==> config.mk <==
export PLATFORM = sky130hd
export DESIGN_NAME = decode_stage
export DESIGN_NICKNAME = d
export VERILOG_FILES = /design/src/rtl/dec_pkg.sv /design/src/rtl/dec_regfile.sv /design/src/rtl/dec_immext.sv /design/src/rtl/dec_dstsel.sv /design/src/rtl/decode_stage.sv
export SDC_FILE = /design/constraint.sdc
export NUM_CORES = 2
export LEC_CHECK = 0
export BUFFER_PORTS_ARGS = -buffer_cell sky130_fd_sc_hd__buf_2
export CAP_MARGIN = 40
export CORE_MARGIN = 3
export CORE_UTILIZATION = 35
export DETAILED_ROUTE_END_ITERATION = 12
export PLACE_DENSITY = 0.51
export SLEW_MARGIN = 20
export SYNTH_ARGS = -nofsm -noshare
export SYNTH_HDL_FRONTEND = slang
export SYNTH_SLANG_ARGS = --single-unit
==> constraint.sdc <==
create_clock -name clk -period 3.8 [get_ports clk]
set_input_delay 0.95 -clock clk [delete_from_list [all_inputs] [get_ports clk]]
set_output_delay 0.95 -clock clk [all_outputs]
set_load 0.1 [all_outputs]
==> src/rtl/dec_pkg.sv <==
package dec_pkg;
  localparam int XLEN = 32;
  localparam int NREG = 32;
  localparam int RIDX = $clog2(NREG);
  localparam int IMMW = 16;

  localparam int RS_LSB  = 21;
  localparam int RT_LSB  = 16;
  localparam int RD_LSB  = 11;
  localparam int IMM_LSB = 0;

  typedef enum logic [1:0] {
    CLS_R   = 2'b00,
    CLS_I   = 2'b01,
    CLS_J   = 2'b10,
    CLS_RSV = 2'b11
  } iclass_e;

  localparam logic [RIDX-1:0] LINK_REG = RIDX'(NREG - 1);

  function automatic logic [RIDX-1:0] fld_rs(input logic [XLEN-1:0] w);
    return w[RS_LSB +: RIDX];
  endfunction

  function automatic logic [RIDX-1:0] fld_rt(input logic [XLEN-1:0] w);
    return w[RT_LSB +: RIDX];
  endfunction

  function automatic logic [RIDX-1:0] fld_rd(input logic [XLEN-1:0] w);
    return w[RD_LSB +: RIDX];
  endfunction

  function automatic logic [IMMW-1:0] fld_imm(input logic [XLEN-1:0] w);
    return w[IMM_LSB +: IMMW];
  endfunction

  function automatic logic [XLEN-1:0] sext_imm(input logic [IMMW-1:0] v);
    return {{(XLEN-IMMW){v[IMMW-1]}}, v};
  endfunction
endpackage

==> src/rtl/dec_regfile.sv <==
module dec_regfile
  import dec_pkg::*;
#(
  parameter int W = XLEN,
  parameter int N = NREG,
  localparam int AW = $clog2(N)
) (
  input  logic          clk,
  input  logic          rst,
  input  logic          we,
  input  logic [AW-1:0] wa,
  input  logic [W-1:0]  wd,
  input  logic [AW-1:0] ra_a,
  input  logic [AW-1:0] ra_b,
  output logic [W-1:0]  rd_a,
  output logic [W-1:0]  rd_b
);
  logic [N-1:0]        wr_strobe;
  logic [N-1:0][W-1:0] bank;

  always_comb begin
    wr_strobe     = '0;
    wr_strobe[wa] = we;
    wr_strobe[0]  = 1'b0;
  end

  assign bank[0] = '0;

  generate
    for (genvar g = 1; g < N; g++) begin : g_reg
      logic [W-1:0] q;
      always_ff @(negedge clk) begin
        if (rst)               q <= '0;
        else if (wr_strobe[g]) q <= wd;
      end
      assign bank[g] = q;
    end
  endgenerate

  assign rd_a = bank[ra_a];
  assign rd_b = bank[ra_b];


  wr_onehot_chk: assert property (@(negedge clk) disable iff (rst)
    $onehot0(wr_strobe));


  wr_lands_chk: assert property (@(negedge clk) disable iff (rst)
    (we && wa != '0) |=> (bank[$past(wa)] == $past(wd)));


  idle_hold_chk: assert property (@(negedge clk) disable iff (rst)
    !we |=> (bank == $past(bank)));


  zero_read_a_chk: assert property (@(posedge clk) disable iff (rst)
    (ra_a == '0) |-> (rd_a == '0));


  zero_read_b_chk: assert property (@(posedge clk) disable iff (rst)
    (ra_b == '0) |-> (rd_b == '0));
endmodule

==> src/rtl/dec_immext.sv <==
module dec_immext
  import dec_pkg::*;
#(
  parameter int IW = IMMW,
  parameter int W  = XLEN
) (
  input  logic [IW-1:0] imm,
  output logic [W-1:0]  ext
);
  logic sign_bit;
  assign sign_bit = imm[IW-1];
  assign ext      = {{(W-IW){sign_bit}}, imm};
endmodule

==> src/rtl/dec_dstsel.sv <==
module dec_dstsel
  import dec_pkg::*;
#(
  parameter int AW = RIDX
) (
  input  logic [1:0]    cls,
  input  logic [AW-1:0] rt_num,
  input  logic [AW-1:0] rd_num,
  output logic [AW-1:0] dst
);
  iclass_e cls_e;
  assign cls_e = iclass_e'(cls);

  always_comb begin
    unique case (cls_e)
      CLS_R:   dst = rd_num;
      CLS_J:   dst = {AW{1'b1}};
      CLS_I:   dst = rt_num;
      default: dst = rt_num;
    endcase
  end
endmodule

==> src/rtl/decode_stage.sv <==
module decode_stage
  import dec_pkg::*;
(
  input  logic            clk,
  input  logic            rst,
  input  logic [XLEN-1:0] instr,
  input  logic [1:0]      iclass,
  input  logic            wb_en,
  input  logic [RIDX-1:0] wb_addr,
  input  logic [XLEN-1:0] wb_data,
  output logic [XLEN-1:0] opnd_a,
  output logic [XLEN-1:0] opnd_b,
  output logic [XLEN-1:0] imm_ext,
  output logic [RIDX-1:0] dest_reg
);
  logic [RIDX-1:0] src_a_num;
  logic [RIDX-1:0] src_b_num;
  logic [RIDX-1:0] rd_num;
  logic [IMMW-1:0] imm_raw;

  assign src_a_num = fld_rs(instr);
  assign src_b_num = fld_rt(instr);
  assign rd_num    = fld_rd(instr);
  assign imm_raw   = fld_imm(instr);

  dec_regfile #(.W(XLEN), .N(NREG)) u_rf (
    .clk  (clk),
    .rst  (rst),
    .we   (wb_en),
    .wa   (wb_addr),
    .wd   (wb_data),
    .ra_a (src_a_num),
    .ra_b (src_b_num),
    .rd_a (opnd_a),
    .rd_b (opnd_b)
  );

  dec_immext #(.IW(IMMW), .W(XLEN)) u_ext (
    .imm (imm_raw),
    .ext (imm_ext)
  );

  dec_dstsel #(.AW(RIDX)) u_dst (
    .cls    (iclass),
    .rt_num (src_b_num),
    .rd_num (rd_num),
    .dst    (dest_reg)
  );


  imm_low_chk: assert property (@(posedge clk) disable iff (rst)
    imm_ext[IMMW-1:0] == instr[IMMW-1:0]);


  imm_high_chk: assert property (@(posedge clk) disable iff (rst)
    $countones(imm_ext[XLEN-1:IMMW]) == (instr[IMMW-1] ? (XLEN-IMMW) : 0));


  link_dst_chk: assert property (@(posedge clk) disable iff (rst)
    (iclass == 2'b10) |-> (dest_reg == LINK_REG));


  rtype_dst_chk: assert property (@(posedge clk) disable iff (rst)
    (iclass == 2'b00) |-> (dest_reg == instr[15:11]));


  itype_dst_chk: assert property (@(posedge clk) disable iff (rst)
    (iclass[0]) |-> (dest_reg == instr[20:16]));
endmodule

[Word-level counts from Yosys, hierarchy flattened]
Index checks and enable logic that the tools add are counted.
Operators by class
  magnitude comparators: 4
  equal/unequal tests: 1
  mux-type cells: 7
  bitwise operators: 1
  reductions and logical operators: 2
Operators by type and width (count)
  32-bit binary-select mux with 5-bit select: 2
  32-bit two-way mux: 2
  32-bit AND: 1
  5-bit by 6-bit less-than comparator with 1-bit output (second input constant): 3
  5-bit case mux with 2 select lines: 1
  1-bit demux with 5-bit select: 1
  5-bit by 1-bit greater-or-equal comparator with 1-bit output (second input constant): 1
  2-bit == test (second input constant): 1
  2-bit logical NOT: 1
  1-bit logical AND: 1
  1-bit two-way mux: 1
Storage, ports and cells
  register bits: 992

[Logic depth before layout (Yosys ltp)]
  depth after elaboration: 5
  depth in mapped cells: 9
  mapped depth without buffers: 4

[By module]
Synthesis repeated with hierarchy kept, for this count alone.
Unflattened totals
  cell total of the unflattened synthesis: 5914
  area, all modules: 50761.2 um2
By module, submodules not included
  dec_regfile: instances 1, cells an instance 5866, area each 50443.4 um2, sequential area each 19859.0 um2
  dec_immext: instances 1, cells an instance 32, area each 240.2 um2, sequential area each 0.0 um2
  dec_dstsel: instances 1, cells an instance 16, area each 77.6 um2, sequential area each 0.0 um2

==> impl_metrics.tcl <==
set metrics [dict create \
    status "finished, violations left" \
    violations "setup timing" \
    synth_top_family_by_area "multiplexers" \
    hold_path_class "flop to flop" \
    hold-worst-slack_ns 0.453 \
    slowest_delay_ns 0.46 \
    path_cells "mux4_2, a22o_1, o21ai_1, buf_4, o31ai_4, buf_12" \
    synthArstFlopShare 0 \
    synthXorXnorAreaFrac 0 \
    post-place-ws_ns -0.776 \
    syn_area_per_cell_um2 8.64 \
    reg_top3 "u_rf.g.q: 992 flops" \
    row_count 139 \
    top_register "u_rf.g.q" \
    cts_num_sinks 992 \
    vdd_drop_max_mv 0.388 \
    crit_arrival_ns 4.32 \
    ios 175 \
    track_usage 0.284 \
    core_area_um2 144000 \
    end_kind "output pin" \
    antenna_left 0 \
    fin_setup_tns_ns -88.99 \
    clk_latency_ns 0.72 \
    worst_slew_pin_slew_ns 0.821 \
    nets 7227 \
    synth_adder_area_share 0 \
    p_leak_nw 27.9 \
    wl_per_cell_um 24.0 \
    cp_num_buf_inv 2 \
    synth_compound_area_frac 0.164 \
    grt_pass1_wl_um 322000 \
    cp_max_fo 3 \
    grt_start_max_net_pins 66 \
    drive_gt1_frac 0.272 \
    netlist_instances 5879 \
    routed_via_density 5.62 \
    initial_core_util 0.353 \
    portBuffers 146 \
    finalHoldViolCount 0 \
    synth.distinct_cells 32 \
    ys_warn_count 0 \
    maxCapViolations 0 \
    cts_buffers 115 \
    cpLargestDelayFamily "compound AO/OA/AOI/OAI gates" \
    htreeDepth 3 \
    crit_start "u_rf.g_reg[26].q[15]" \
    die_area_um2 150000 \
    gp_congestion 0.869 \
    clk_pin_slew_worst_paths_ns 0.05 \
    syn-num-nets 5953 \
    antenna_found_initial 9 \
    cts_tree "yes" \
    setup_violations 64 \
    rsz0062_at_grt "yes" \
    synth-seq-cells 992 \
    remaining_drc_errors 0 \
    synth.yosys.seq_area_share 0.391 \
    die_h_um 387 \
    first_global_vias 52200 \
    clk_path_buf_depth 3 \
    critPathRequiredTime_ns 2.85 \
    die_w_um 387 \
    synth_edf_count 0 \
    vias 51400 \
    max_slew_margin 0.452 \
    routed_wl_um 220000 \
    critical_path_class "flop to output pin" \
    final_core_util 0.483 \
    slowest_stage "mux4_2" \
    setup_ws_ns -1.47 \
    drt_iter0_drc 5530 \
    cts-root-buf "clkbuf_16" \
    syn_to_final_growth_pct 36.7 \
    largest_reg_flops 992 \
    place_hpwl_um 137000 \
    hp-start "u_rf.g_reg[12].q[20]" \
    synthMuxAreaShare 0.222 \
    synth_simple_gate_area_share 0.165 \
    finalMaxSlewViolations 0 \
    firstDrtPassIters 6 \
    grt_overflow 0 \
    cp-start-kind "flop" \
    synth-main-ff-cell "dfxtp_1" \
    r2r-start "u_rf.g_reg[2].q[17]" \
    power_density_nw_per_um2 419 \
    syn_area_um2 50800 \
    nFillCells 13600 \
    fin_skew_ns 0 \
]
[logic make-up (layout without fill, tap and decap cells)]
group           count (synthesis)  in the layout
other cells                     0              9
compound gates               1445           1445
simple gates                 2156           2156
flops                         992            992
buf+inv                       646           2016
mux                           640            640
[synthesized netlist by cell type (2+ instances only)]
cell type	instances	area [um2]
mux2i_1	192	1920
nor3b_1	4	30.0
nor2b_1	6	37.5
nand3b_1	5	37.5
a22o_1	192	1680
buf_2	109	546
o22ai_1	64	400
buf_4	61	458
nand2_1	2021	7590
mux2_2	64	721
or3b_2	3	26.3
a21oi_1	993	4970
clkbuf_1	445	1670
buf_6	15	169
nand2b_1	2	12.5
a211oi_1	64	480
and3b_1	5	43.8
buf_1	12	45.0
nor3_1	2	10.0
o21ai_0	8	40.0
o21ai_1	60	300
dfxtp_1	992	19900
and3_1	2	12.5
mux4_2	384	8650
nand3_1	2	10.0
o31ai_1	64	480
nor2_1	34	128
and2_1	68	425
inv_1	3	11.3
[path summary, 6_finish.rpt]
kind	slack (ns)	cells after the start	to
max	-1.47	6	opnd_a[15]
min	0.45	2	u_rf.g_reg[12].q[20]
max reg2reg	3.06	3	u_rf.g_reg[2].q[17]
min reg2reg	0.45	2	u_rf.g_reg[12].q[20]
[report_power, final]
| part | switching, mW | total, mW | internal (mW) |
|---|---|---|---|
| Clock | 7.68 | 15.5 | 7.79 |
| Combinational | 1.92 | 3.01 | 1.09 |
| Sequential | 0.0536 | 10.6 | 10.6 |
| Total | 9.65 | 29.1 | 19.4 |
[cell usage in the layout, fill, tap and decap left out, types with 191 or more instances in the layout]
master,n
mux2i_1,191
dfxtp_1,631
dfxtp_2,361
inv_1,1027
buf_4,409
a22o_1,192
nand2_1,1995
a21oi_1,992
buf_12,306
mux4_2,384
[final cells by class]
type,instances,area (um2),share of cell area
Tap cell,1903,2380,0.0343
Sequential cell,992,20300,0.292
Multi-Input combinational cell,4241,29400,0.424
Antenna cell,9,22.5,0.000324
Clock buffer,117,2930,0.0422
Clock inverter,1088,4530,0.0653
Timing Repair Buffer,809,9850,0.142
Inverter,2,7.51,0.000108
[per-layer routing]
layer / GRT usage / routed length, um
met1: 0.361 / 88800
met2: 0.449 / 103000
met3: 0.0721 / 20100
met4: 0.142 / 8060
met5: 0 / 13
[per-stage QoR]
step                instances  power, mW  area, um2
finish                   9161       29.1      69500
global route             9153       30.7      69400
CTS                      9151       29.4      69300
detailed placement       7945       15.3      61600
global placement         7945       15.3      61600
floorplan                5879       14.0      52600
[worst register-to-register path: cells and delay by family, from the launching register on]
family | cells | cell delay [ns]
compound gates | 1 | 0.16
buf+inv | 1 | 0.12
flops | 1 | 0.34
simple gates | 1 | 0.04
[repair_timing]
item                                    4_1_cts  5_1_grt
resized for setup                            88       74
setup buffers                                 3        1
pin swaps                                   144       33
cloned                                        0        0
endpoints found under the setup margin       64       64
endpoints found under the hold margin         0        0
hold buffers                                  0        0
(Power assumes the default switching activity.)
